[config.mk]
export PLATFORM = sky130hd
export DESIGN_NAME = ami_subst_decoder
export DESIGN_NICKNAME = d
export VERILOG_FILES = /design/src/rtl/b3hd_pkg.sv /design/src/rtl/lc_symbol_judge.sv /design/src/rtl/lc_align_pipe.sv /design/src/rtl/lc_clk_pol.sv /design/src/rtl/ami_subst_decoder.sv
export SDC_FILE = /design/constraint.sdc
export NUM_CORES = 1
export LEC_CHECK = 0
export BUFFER_PORTS_ARGS = -buffer_cell sky130_fd_sc_hd__buf_2
export CELL_PAD_IN_SITES_DETAIL_PLACEMENT = 1
export CELL_PAD_IN_SITES_GLOBAL_PLACEMENT = 1
export CORE_MARGIN = 2
export CORE_UTILIZATION = 40
export CTS_CLUSTER_DIAMETER = 60
export DETAILED_ROUTE_END_ITERATION = 6
export PLACE_DENSITY = 0.67
export SLEW_MARGIN = 10
export SYNTH_ARGS = -nofsm -noshare
export SYNTH_HDL_FRONTEND = slang
export SYNTH_SLANG_ARGS = --single-unit
[constraint.sdc]
create_clock -name clk -period 3.3 [get_ports clk]
set_input_delay 0.165 -clock clk [delete_from_list [all_inputs] [get_ports clk]]
set_output_delay 0.165 -clock clk [all_outputs]
set_load 0.005 [all_outputs]
[src/rtl/b3hd_pkg.sv]
// Package b3hd_pkg
// Shared constants and helpers for the bipolar substitution decoder.
// Assumes one symbol per clock and at most two rails per symbol.
package b3hd_pkg;

    localparam int WIN_SHORT_D = 3;  // window length, three-zero code
    localparam int WIN_LONG_D  = 4;  // window length, four-zero code
    localparam int ZLIM_SHORT_D = 2; // longest legal zero run, three-zero code
    localparam int ZLIM_LONG_D  = 3; // longest legal zero run, four-zero code
    localparam int ZRUN_W_D     = 3; // width of the zero-run counter

    // True when either rail carries a pulse.
    function automatic logic rail_any(input logic p, input logic n);
        return p | n;
    endfunction

endpackage

[src/rtl/lc_symbol_judge.sv]
// Module lc_symbol_judge
// Classifies each incoming symbol as zero, B, V or dual-rail. It keeps the
// polarity, B-parity and zero-run history, and decides whether the symbol
// closes a legal substitution or breaks a coding rule.
// Assumes hist0_i/hist1_i are the raw pulse flags of the previous one and
// two symbols, and that the mode is static while traffic flows.
module lc_symbol_judge
    import b3hd_pkg::*;
#(
    parameter int ZLIM_SHORT = ZLIM_SHORT_D,
    parameter int ZLIM_LONG  = ZLIM_LONG_D,
    parameter int ZRUN_W     = ZRUN_W_D
) (
    input  logic clk,
    input  logic rst_n,
    input  logic pos_i,
    input  logic neg_i,
    input  logic hdb3_i,
    input  logic hist0_i,
    input  logic hist1_i,
    output logic one_o,
    output logic viol_o,
    output logic kill_new_o,
    output logic kill_b_o
);

    localparam logic [ZRUN_W-1:0] ZSAT     = '1;
    localparam logic [ZRUN_W-1:0] LIM_S    = ZRUN_W'(ZLIM_SHORT);
    localparam logic [ZRUN_W-1:0] LIM_L    = ZRUN_W'(ZLIM_LONG);

    logic              last_pol;
    logic              seen_pulse;
    logic              seen_v;
    logic              b_odd;
    logic [ZRUN_W-1:0] zrun;

    logic pulse, dual, single, is_v, is_b;
    logic short_gap, par_bad, excess;
    logic [ZRUN_W-1:0] zlim, zrun_nx;

    // Symbol classification and rule checks for the current symbol.
    always_comb begin
        pulse     = rail_any(pos_i, neg_i);
        dual      = pos_i & neg_i;
        single    = pulse & ~dual;
        is_v      = single & seen_pulse & (pos_i == last_pol);
        is_b      = single & ~is_v;
        zlim      = hdb3_i ? LIM_L : LIM_S;
        excess    = ~pulse & (zrun >= zlim);
        short_gap = is_v & (hist0_i | (hdb3_i & hist1_i));
        par_bad   = is_v & seen_v & ~b_odd;
        if (pulse)
            zrun_nx = '0;
        else if (zrun == ZSAT)
            zrun_nx = zrun;
        else
            zrun_nx = zrun + 1'b1;
    end

    assign one_o      = pulse;
    assign viol_o     = dual | excess | short_gap | par_bad;
    assign kill_new_o = is_v & ~short_gap;
    assign kill_b_o   = is_v & ~short_gap;

    // History update: polarity, B parity since last V, zero run length.
    always_ff @(posedge clk) begin
        if (!rst_n) begin
            last_pol   <= 1'b0;
            seen_pulse <= 1'b0;
            seen_v     <= 1'b0;
            b_odd      <= 1'b0;
            zrun       <= '0;
        end else begin
            zrun <= zrun_nx;
            if (single) begin
                last_pol   <= pos_i;
                seen_pulse <= 1'b1;
            end
            if (is_v) begin
                seen_v <= 1'b1;
                b_odd  <= 1'b0;
            end else if (is_b) begin
                b_odd  <= ~b_odd;
            end
        end
    end

    // A flagged V never also gets substituted when its spacing was short.
    AST_SHORT_NO_SUB: assert property (@(posedge clk) disable iff (!rst_n)
        (pos_i ^ neg_i) && hist0_i && kill_new_o |-> 1'b0)
        else $error("substitution accepted right after a pulse");

endmodule

[src/rtl/lc_align_pipe.sv]
// Module lc_align_pipe
// Delay line that holds the raw rails, the decoded bits and the violation
// flags. It erases the substituted positions and taps the stage that matches
// the window length of the active code.
// Assumes WIN_LONG >= WIN_SHORT >= 2 and that kill requests come from the
// judge in the same cycle as the symbol that triggered them.
module lc_align_pipe
    import b3hd_pkg::*;
#(
    parameter int WIN_SHORT = WIN_SHORT_D,
    parameter int WIN_LONG  = WIN_LONG_D
) (
    input  logic clk,
    input  logic rst_n,
    input  logic pos_i,
    input  logic neg_i,
    input  logic one_i,
    input  logic viol_i,
    input  logic kill_new_i,
    input  logic kill_b_i,
    input  logic hdb3_i,
    input  logic dec_en_i,
    output logic hist0_o,
    output logic hist1_o,
    output logic rpos_o,
    output logic rneg_o
);

    localparam int DEPTH = WIN_LONG;
    localparam int IW    = (DEPTH > 1) ? $clog2(DEPTH) : 1;
    localparam logic [IW-1:0] TAP_S = IW'(WIN_SHORT - 1);
    localparam logic [IW-1:0] TAP_L = IW'(WIN_LONG - 1);

    logic [DEPTH-1:0] pos_q, neg_q, dat_q, vio_q;
    logic [DEPTH-1:0] dat_nx;
    logic [IW-1:0]    tap;

    // The stage the output reads is also the stage where a B is erased.
    assign tap = hdb3_i ? TAP_L : TAP_S;

    // Next decoded bits: shift, then erase the V and the B slot if requested.
    always_comb begin
        dat_nx = {dat_q[DEPTH-2:0], one_i & ~kill_new_i};
        if (kill_b_i)
            dat_nx[tap] = 1'b0;
    end

    // Advance every lane of the delay line by one symbol.
    always_ff @(posedge clk) begin
        if (!rst_n) begin
            pos_q <= '0;
            neg_q <= '0;
            dat_q <= '0;
            vio_q <= '0;
        end else begin
            pos_q <= {pos_q[DEPTH-2:0], pos_i};
            neg_q <= {neg_q[DEPTH-2:0], neg_i};
            dat_q <= dat_nx;
            vio_q <= {vio_q[DEPTH-2:0], viol_i};
        end
    end

    assign hist0_o = rail_any(pos_q[0], neg_q[0]);
    assign hist1_o = rail_any(pos_q[1], neg_q[1]);
    assign rpos_o  = dec_en_i ? dat_q[tap] : pos_q[tap];
    assign rneg_o  = dec_en_i ? vio_q[tap] : neg_q[tap];

    AST_V_ERASED: assert property (@(posedge clk) disable iff (!rst_n)
        kill_new_i |=> !dat_q[0])
        else $error("substituted V kept as one");
    AST_LONG_B_ERASED: assert property (@(posedge clk) disable iff (!rst_n)
        (kill_b_i && hdb3_i) |=> !dat_q[WIN_LONG-1])
        else $error("four-zero B slot kept");
    AST_SHORT_B_ERASED: assert property (@(posedge clk) disable iff (!rst_n)
        (kill_b_i && !hdb3_i) |=> !dat_q[WIN_SHORT-1])
        else $error("three-zero B slot kept");
    AST_DUAL_FLAGGED: assert property (@(posedge clk) disable iff (!rst_n)
        (pos_i && neg_i) |=> (vio_q[0] && dat_q[0]))
        else $error("dual-rail symbol not flagged");

endmodule

[src/rtl/lc_clk_pol.sv]
// Module lc_clk_pol
// Forwards the recovered clock with a selectable polarity.
// Assumes inv_i changes only while the downstream logic is idle.
module lc_clk_pol (
    input  logic clk_i,
    input  logic inv_i,
    output logic clk_o
);

    // XOR inverts the clock when requested.
    assign clk_o = clk_i ^ inv_i;

endmodule

[src/rtl/ami_subst_decoder.sv]
// Module ami_subst_decoder (top)
// Bipolar zero-substitution decoder for the three-zero and four-zero codes,
// with violation pulses on the negative output and a raw-rail bypass.
// Assumes one symbol per rising clk edge and a static mode during traffic.
module ami_subst_decoder
    import b3hd_pkg::*;
#(
    parameter int WIN_SHORT  = WIN_SHORT_D,
    parameter int WIN_LONG   = WIN_LONG_D,
    parameter int ZLIM_SHORT = ZLIM_SHORT_D,
    parameter int ZLIM_LONG  = ZLIM_LONG_D,
    parameter int ZRUN_W     = ZRUN_W_D
) (
    input  logic clk,
    input  logic rst_n,
    input  logic dec_en,
    input  logic mode_hdb3,
    input  logic rclk_inv,
    input  logic rx_pos,
    input  logic rx_neg,
    output logic rpos_o,
    output logic rneg_o,
    output logic rclk_o
);

    logic one_w, viol_w, kill_new_w, kill_b_w, hist0_w, hist1_w;

    // Symbol classification and rule checking.
    lc_symbol_judge #(
        .ZLIM_SHORT (ZLIM_SHORT),
        .ZLIM_LONG  (ZLIM_LONG),
        .ZRUN_W     (ZRUN_W)
    ) u_judge (
        .clk        (clk),
        .rst_n      (rst_n),
        .pos_i      (rx_pos),
        .neg_i      (rx_neg),
        .hdb3_i     (mode_hdb3),
        .hist0_i    (hist0_w),
        .hist1_i    (hist1_w),
        .one_o      (one_w),
        .viol_o     (viol_w),
        .kill_new_o (kill_new_w),
        .kill_b_o   (kill_b_w)
    );

    // Alignment, erasure and output selection.
    lc_align_pipe #(
        .WIN_SHORT (WIN_SHORT),
        .WIN_LONG  (WIN_LONG)
    ) u_pipe (
        .clk        (clk),
        .rst_n      (rst_n),
        .pos_i      (rx_pos),
        .neg_i      (rx_neg),
        .one_i      (one_w),
        .viol_i     (viol_w),
        .kill_new_i (kill_new_w),
        .kill_b_i   (kill_b_w),
        .hdb3_i     (mode_hdb3),
        .dec_en_i   (dec_en),
        .hist0_o    (hist0_w),
        .hist1_o    (hist1_w),
        .rpos_o     (rpos_o),
        .rneg_o     (rneg_o)
    );

    // Forwarded clock polarity.
    lc_clk_pol u_clkpol (
        .clk_i (clk),
        .inv_i (rclk_inv),
        .clk_o (rclk_o)
    );

    AST_RESET_QUIET: assert property (@(posedge clk)
        !rst_n |=> (!rpos_o && !rneg_o))
        else $error("outputs not cleared by reset");

endmodule

==> results.sh, run 1 <==
export IMPL_hold_buffers=0
export IMPL_vias_per_cell=4.90
export IMPL_critPathLaunchType="clock port"
export IMPL_drv_slew=0
export IMPL_dp_hpwl_mm=1.07
export IMPL_place_gp_congestion=0.643
export IMPL_path_class="clock port to primary output"
export IMPL_yosysSeqAreaShare_pct=52.5
export IMPL_grt_max_degree=22
export IMPL_combinationalPowerShare_pct=7.4
export IMPL_synthCells=80
export IMPL_p_leak_nw=0.436
export IMPL_p_total_mw=0.539
export IMPL_internal_power_mw=0.411
export IMPL_drt_wl_total_mm=1.44
export IMPL_io_pin_count=10
export IMPL_synth_nets=92
export IMPL_cts_setup_buffers=0
export IMPL_tightest_slew_ns=0.409
export IMPL_synth_area_top_cells="dfxtp_1 (52%), and2_1 (7.8%), ha_1 (7.1%)"
export IMPL_syn_to_final_growth_pct=13.7
export IMPL_first_iter_violations=3
export IMPL_grt_pass1_wl_mm=2.54
export IMPL_core_um2=2020
export IMPL_drt_pass1_iterations=2
export IMPL_synth_top_area_share_pct=52.5
export IMPL_ys_seq_elements=23
export IMPL_timing_final_ws_setup_ns=1.01
export IMPL_clock_latency_ns=0.41
export IMPL_switching_share_pct=23.7
export IMPL_die_x_um=50.8
export IMPL_overflow=0
export IMPL_hp_class="primary input to register"
export IMPL_avgRoutedWirePerCell_um=11.9
export IMPL_antenna_found_initial=0
export IMPL_worstRegToRegCells=3
export IMPL_ir_worst_vdd_mv=0.236
export IMPL_vias=593
export IMPL_synth_warnings=0
export IMPL_rsz0062_at_grt="no"
export IMPL_post_cts_resize_count=0
export IMPL_maxCapViolations=0
export IMPL_die_h_um=50.8
export IMPL_clk_pin_slew_ns=0.12
export IMPL_worstPathMaxFanout=2
export IMPL_synth_avg_cell_area_um2=11.0
export IMPL_ant_nets=0
export IMPL_arrival_ns=2.13
export IMPL_required_ns=3.13
export IMPL_synth_cell_type_count=23
export IMPL_synth_top_area_cell="dfxtp_1"
export IMPL_synthesis_area_um2=877
export IMPL_start_util_pct=43.4
export IMPL_dieArea_um2=2580
export IMPL_endpoint_kind="primary output"
export IMPL_holdPathStages=2
export IMPL_seqPwrFrac_pct=55.1
export IMPL_setup_viol=0
export IMPL_std_cell_rows=16
export IMPL_finish_net_count=107
export IMPL_max_slew_margin_pct=72.4
export IMPL_setup_tns_ns=0
export IMPL_antenna_cells=0
export IMPL_powerDensity_nw_per_um2=540
export IMPL_p_switching_mw=0.127
export IMPL_fin_hold_ws_ns=0.00731
export IMPL_cts_tree="done"
export IMPL_drc=0
export IMPL_place_port_buffers=9
export IMPL_dp_slack_ns=1.25
export IMPL_status="finished clean"
export IMPL_grt_util_all_layers_pct=13.8
export IMPL_p_clk_share_pct=37.5
export IMPL_hold_viol_final=0
export IMPL_finClkSkew_ns=0.00511
export IMPL_drive_gt1_share_pct=19.1
export IMPL_grt_pass1_vias=635
## power groups by stage
stage               clock, mW  combinational (mW)  sequential, mW
global placement       0.0207              0.0404           0.303
detailed placement     0.0207              0.0409           0.303
finish                  0.202              0.0401           0.297
CTS                     0.214              0.0413           0.297
floorplan              0.0102              0.0283           0.301
global route            0.227              0.0455           0.299
## cell usage after synthesis
| master | instances |
|---|---|
| o21a_1 | 2 |
| xor2_1 | 4 |
| a21oi_1 | 2 |
| a311oi_1 | 1 |
| a21boi_0 | 1 |
| dfxtp_1 | 23 |
| clkbuf_1 | 2 |
| or2_1 | 2 |
| nor3b_1 | 1 |
| o21ai_0 | 2 |
| and2_1 | 11 |
| inv_1 | 4 |
| nor2b_1 | 2 |
| nor4b_1 | 1 |
| and3_1 | 1 |
| and2_2 | 1 |
| nand2b_1 | 1 |
| nor2_1 | 4 |
| mux2i_1 | 3 |
| o311a_1 | 1 |
| nand2_1 | 4 |
| ha_1 | 5 |
| mux4_2 | 2 |
## stage by stage
stage	instance area, µm²	utilization, %	std cells
CTS	997	49.3	121
floorplan	877	-	80
detailed placement	948	46.9	114
global route	997	49.3	121
finish	997	49.3	121
global placement	948	46.9	114
## area by class of cell
class	count	area, µm²
fill	234	1020
sequential	23	460
multi-input combinational	51	394
clock buffer	8	53.8
timing repair buffer	8	40.0
tap	27	33.8
inverter	4	15.0
## flip-flops by register name (all words and copies together) (netlist names)
| register | flops |
|---|---|
| u_judge.b_odd | 1 |
| u_judge.last_pol | 1 |
| u_judge.seen_pulse | 1 |
| u_judge.seen_v | 1 |
| u_judge.zrun | 3 |
| u_pipe.dat_q | 4 |
| u_pipe.neg_q | 4 |
| u_pipe.pos_q | 4 |
| u_pipe.vio_q | 4 |
## cells in the final DEF (no fill, tap or decap), drive strengths merged, types with 3 or more instances in the layout
cell,instances
mux2i,3
nand2,4
clkbuf,7
ha,5
xor2,4
nor2,4
and2,12
dfxtp,23
buf,9
inv,4
## worst paths after layout
path                   startpoint              end  slack [ns]
setup / recovery              clk           rclk_o        1.01
setup reg to reg  u_pipe.neg_q[0]  u_pipe.dat_q[3]        2.06
hold / removal             rx_neg  u_pipe.neg_q[0]       0.007
hold reg to reg   u_pipe.vio_q[1]  u_pipe.vio_q[2]        0.45
## cell families (layout without fill, tap and decap cells)
| kind of cell | Yosys count | count (layout) | share of synthesized area, % |
|---|---|---|---|
| xor+xnor | 4 | 4 | 3.99 |
| compound gates | 9 | 9 | 6.99 |
| mux | 5 | 5 | 8.56 |
| fa+ha+maj | 5 | 5 | 7.13 |
| flops | 23 | 23 | 52.5 |
| simple gates | 28 | 28 | 18.3 |
| buf+inv | 6 | 20 | 2.57 |
## routing by layer
layer  GRT usage [%]  part of all wire (%)  wire length (µm)  vias up
li1                -                     -                 -      295
met2            23.2                    47               675       11
met5               0                     0                 0        -
met4            8.56                  0.97                14        0
met1            14.6                    47               677      285
met3            5.26                   4.9                71        2
## worst max-delay path, stage by stage
cell and delay (ns):
clkbuf_4 0.11, clkbuf_4 0.13, xor2_1 0.13, buf_2 0.12
Power figures use the tool's default switching activity.
==> inputs of run 2 (changes only) <==
clock period = 2.2 ns   (was 3.3 ns; I/O delays follow)
==> run 2 against run 1 <==
Register-to-register slack worse by 1.1 ns; largest cell class unchanged; global-route usage is 0.063 points higher; routed wire length is 0.56% higher; total power is 51% higher; highest routed layer unchanged.
==> results.sh, run 2 (same netlist as run 1, synthesis figures left out) <==
export IMPL_setup_viol=0
export IMPL_vias_per_cell=4.88
export IMPL_place_gp_congestion=0.643
export IMPL_rsz0062_at_grt="no"
export IMPL_cpPeakStageDelay_ns=0.13
export IMPL_endpoint_kind="primary output"
export IMPL_clock_latency_ns=0.41
export IMPL_drt_wl_total_mm=1.45
export IMPL_dieArea_um2=2580
export IMPL_grt_util_all_layers_pct=13.9
export IMPL_grt_pass1_vias=639
export IMPL_critPathLaunchType="clock port"
export IMPL_drv_slew=0
export IMPL_clk_pin_slew_ns=0.12
export IMPL_crit_top_cell="clkbuf_4"
export IMPL_die_h_um=50.8
export IMPL_fin_cells=124
export IMPL_ant_nets=0
export IMPL_arrival_ns=1.58
export IMPL_post_cts_resize_count=0
export IMPL_max_slew_margin_pct=72.5
export IMPL_required_ns=2.09
export IMPL_drt_pass1_iterations=2
export IMPL_ir_worst_vdd_mv=0.357
export IMPL_maxCapViolations=0
export IMPL_avgRoutedWirePerCell_um=11.7
export IMPL_drive_gt1_share_pct=18.6
export IMPL_syn_to_final_growth_pct=17.1
export IMPL_powerDensity_nw_per_um2=790
export IMPL_dp_hpwl_mm=1.07
export IMPL_antenna_found_initial=0
export IMPL_grt_pass1_wl_mm=2.55
export IMPL_vias=605
export IMPL_grt_max_degree=22
export IMPL_finish_net_count=110
export IMPL_hp_class="primary input to register"
export IMPL_p_switching_mw=0.191
export IMPL_p_leak_nw=0.449
export IMPL_start_util_pct=43.4
export IMPL_first_iter_violations=3
export IMPL_die_x_um=50.8
export IMPL_switching_share_pct=23.6
export IMPL_slowest_stage="clkbuf_4"
export IMPL_p_clk_share_pct=37.3
export IMPL_core_um2=2020
export IMPL_combinationalPowerShare_pct=7.9
export IMPL_path_cells="clkbuf_4 > clkbuf_4 > xor2_1 > buf_2"
export IMPL_final_cell_mix="dfxtp_1 (23), and2_1 (11), buf_2 (9)"
export IMPL_finClkSkew_ns=0.00468
export IMPL_cts_tree="done"
export IMPL_antenna_cells=0
export IMPL_seqPwrFrac_pct=54.8
export IMPL_std_cell_rows=16
export IMPL_tightest_slew_ns=0.407
export IMPL_cts_setup_buffers=0
export IMPL_place_port_buffers=9
export IMPL_io_pin_count=10
export IMPL_drc=0
export IMPL_overflow=0
export IMPL_dp_cells=114
export IMPL_hold_viol_final=0
export IMPL_status="finished clean"
export IMPL_final_common_cell="dfxtp_1"
export IMPL_internal_power_mw=0.620
export IMPL_worstPathMaxFanout=2
export IMPL_path_class="clock port to primary output"
export IMPL_setup_tns_ns=0
[run 2: changes by cell type in the layout (fill, tap and decap cells not counted), sizes merged]
cell | previous run | this run
dlygate4sd3 | 0 | 3
[run 2: cell type report]
type	instances	area [µm²]
Fill cell	233	995
Sequential cell	23	460
Multi-Input combinational cell	51	394
Timing Repair Buffer	11	70.1
Clock buffer	8	53.8
Tap cell	27	33.8
Inverter	4	15.0
[run 2: path summary, 6_finish.rpt]
check,cells after the start,slack [ns],startpoint,end
min reg2reg,1,0.45,u_pipe.vio_q[1],u_pipe.vio_q[2]
max reg2reg,3,0.96,u_pipe.neg_q[0],u_pipe.dat_q[3]
min,3,0.05,rst_n,u_pipe.dat_q[3]
max,4,0.51,clk,rclk_o
[run 2: per-layer routing]
layer  vias up  share of wire, %  GRT usage [%]  wire, µm
met5         -                 0              0         0
li1        301                 -              -         -
met1       291                47           14.6       677
met2        11                48           23.5       688
met4         0              0.97           8.56        14
met3         2               4.7           5.26        68
[run 2: repair_timing]
| action | in CTS | in global routing |
|---|---|---|
| endpoints found under the setup margin | 0 | 0 |
| endpoints found under the hold margin | 3 | 0 |
| hold buffers | 3 | 0 |
[run 2: worst max-delay path: cells and delay by family]
kind / cells / cell delay (ns)
buffers and inverters: 3 / 0.36
xor gates and xnor gates: 1 / 0.13
[run 2: metrics by stage]
stage               util, %  hold WS, ns  power (mW)  setup WS [ns]  cell area [µm²]
floorplan                 -        0.161       0.510          0.853              877
global placement       46.9        0.259       0.546          0.756              948
detailed placement     46.9        0.259       0.547          0.756              948
CTS                    50.8       0.0466       0.832          0.501             1030
global route           50.8       0.0639       0.860          0.485             1030
finish                 50.8       0.0512       0.811          0.512             1030
[run 2: power groups by stage]
stage / Combinational [mW] / Clock, mW / Sequential, mW
after detailed placement: 0.0613 / 0.0311 / 0.455
after global placement: 0.0606 / 0.0311 / 0.454
after global routing: 0.0726 / 0.340 / 0.448
final: 0.0639 / 0.303 / 0.445
after floorplan: 0.0424 / 0.0153 / 0.452
after CTS: 0.0658 / 0.321 / 0.445
==> inputs of run 3 (changes only) <==
CORE_UTILIZATION = 39   (was 40)
PLACE_DENSITY = 0.68   (was 0.67)
clock period = 1.5 ns   (was 2.2 ns; I/O delays follow)
==> run 3 against run 2 <==
Design area is 0.97% higher; critical path type is now register to primary output; sequential share of layout area is 0.43 points lower; sequential power is 47% higher; global-route usage is 0.95 points higher; combinational power is 52% higher; die area is 2.4% higher; routed wire length is 1.7% higher; via count is 0.17% lower; utilization is 3.0 points lower; non-clock buffer count is 1 higher; critical path depth is 2 lower; flip-flop and latch count stayed put.
==> results.sh, run 3 (same netlist as run 1, synthesis figures left out) <==
export IMPL_drv_slew=0
export IMPL_finish_net_count=111
export IMPL_powerDensity_nw_per_um2=1150
export IMPL_final_common_cell="dfxtp_1"
export IMPL_ir_worst_vdd_mv=0.734
export IMPL_dp_slack_ns=0.200
export IMPL_post_route_util_pct=47.8
export IMPL_drive_gt1_share_pct=20.4
export IMPL_maxCapViolations=0
export IMPL_tightest_slew_ns=0.368
export IMPL_fin_crit_ns=1.40
export IMPL_stdcell_area_um2=1040
export IMPL_top_usage_layer="met2"
export IMPL_clk_pin_slew_ns=0.12
export IMPL_dp_cells=116
export IMPL_std_cell_rows=17
export IMPL_use_met3_pct=3.80
export IMPL_dp_hpwl_mm=1.07
export IMPL_required_ns=1.42
export IMPL_drt_wl_total_mm=1.47
export IMPL_vias=604
export IMPL_antenna_found_initial=0
export IMPL_ant_nets=0
export IMPL_antenna_cells=0
export IMPL_path_class="register to primary output"
export IMPL_vias_per_cell=4.79
export IMPL_syn_to_final_growth_pct=18.3
export IMPL_cts_setup_buffers=0
export IMPL_final_cell_mix="dfxtp_1 (23), and2_1 (11), buf_2 (9)"
export IMPL_cpPeakStageDelay_ns=0.44
export IMPL_hp_class="primary input to register"
export IMPL_dieArea_um2=2640
export IMPL_start_util_pct=40.4
export IMPL_setup_viol=0
export IMPL_clock_latency_ns=0.41
export IMPL_slowest_stage="mux4_2"
export IMPL_met2_usage_pct=23.9
export IMPL_grt_max_degree=22
export IMPL_drc=0
export IMPL_io_pin_count=10
export IMPL_p_leak_nw=0.456
export IMPL_die_x_um=51.4
export IMPL_die_h_um=51.4
export IMPL_place_port_buffers=9
export IMPL_p_total_mw=1.20
export IMPL_hold_buffers=3
export IMPL_post_cts_resize_count=0
export IMPL_grt_util_all_layers_pct=14.9
export IMPL_path_cells="mux4_2 > buf_2"
export IMPL_finClkSkew_ns=0.000861
export IMPL_status="finished clean"
export IMPL_overflow=0
export IMPL_period_share_pct=93.5
export IMPL_cp_num_buf_inv=1
export IMPL_core_um2=2170
export IMPL_avgRoutedWirePerCell_um=11.7
export IMPL_dpl_cell_area_um2=957
export IMPL_endpoint_kind="primary output"
export IMPL_drt_pass1_iterations=2
export IMPL_rsz0062_at_grt="no"
export IMPL_grt_pass1_vias=671
export IMPL_first_iter_violations=2
export IMPL_worstPathMaxFanout=2
export IMPL_hold_viol_final=0
export IMPL_critPathLaunchType="register"
export IMPL_crit_family="multiplexers"
export IMPL_arrival_ns=1.33
export IMPL_place_gp_congestion=0.639
export IMPL_met1_usage_pct=14.8
export IMPL_fin_hold_ws_ns=0.0229
export IMPL_fmax_ghz=0.713
export IMPL_timing_final_ws_setup_ns=0.0968
export IMPL_setup_tns_ns=0
export IMPL_grt_pass1_wl_mm=2.69
export IMPL_max_slew_margin_pct=75.1
export IMPL_cts_tree="done"
export IMPL_fin_cells=126
run 3: cell types whose count changed in the layout (fill, tap and decap cells not counted), sizes merged:
cell    delta
buf        +1
clkbuf     -1
clkinv     +1
run 3: power breakdown:
group	total [mW]	internal, mW	switching [mW]
combinational	0.0972	0.0520	0.0452
clock	0.445	0.217	0.228
sequential	0.654	0.639	0.0142
total	1.20	0.908	0.287
run 3: worst paths after layout:
kind                   start               to  slack, ns  cells after the start
min reg2reg  u_pipe.vio_q[1]  u_pipe.vio_q[2]       0.45                      1
max reg2reg  u_pipe.neg_q[0]  u_pipe.dat_q[3]       0.30                      3
max          u_pipe.dat_q[2]           rpos_o        0.1                      2
min                mode_hdb3  u_pipe.dat_q[2]       0.02                      2
run 3: layer usage:
layer | wire length [µm] | up-vias
met4 | 31 | 0
met5 | 0 | -
met1 | 653 | 285
met3 | 47 | 4
li1 | - | 302
met2 | 739 | 13
run 3: cell type report:
| type | instances | area, µm² |
|---|---|---|
| Fill cell | 251 | 1130 |
| Sequential cell | 23 | 460 |
| Multi-Input combinational cell | 51 | 394 |
| Timing Repair Buffer | 12 | 77.6 |
| Clock buffer | 7 | 50.0 |
| Tap cell | 28 | 35.0 |
| Inverter | 4 | 15.0 |
| Clock inverter | 1 | 5.00 |
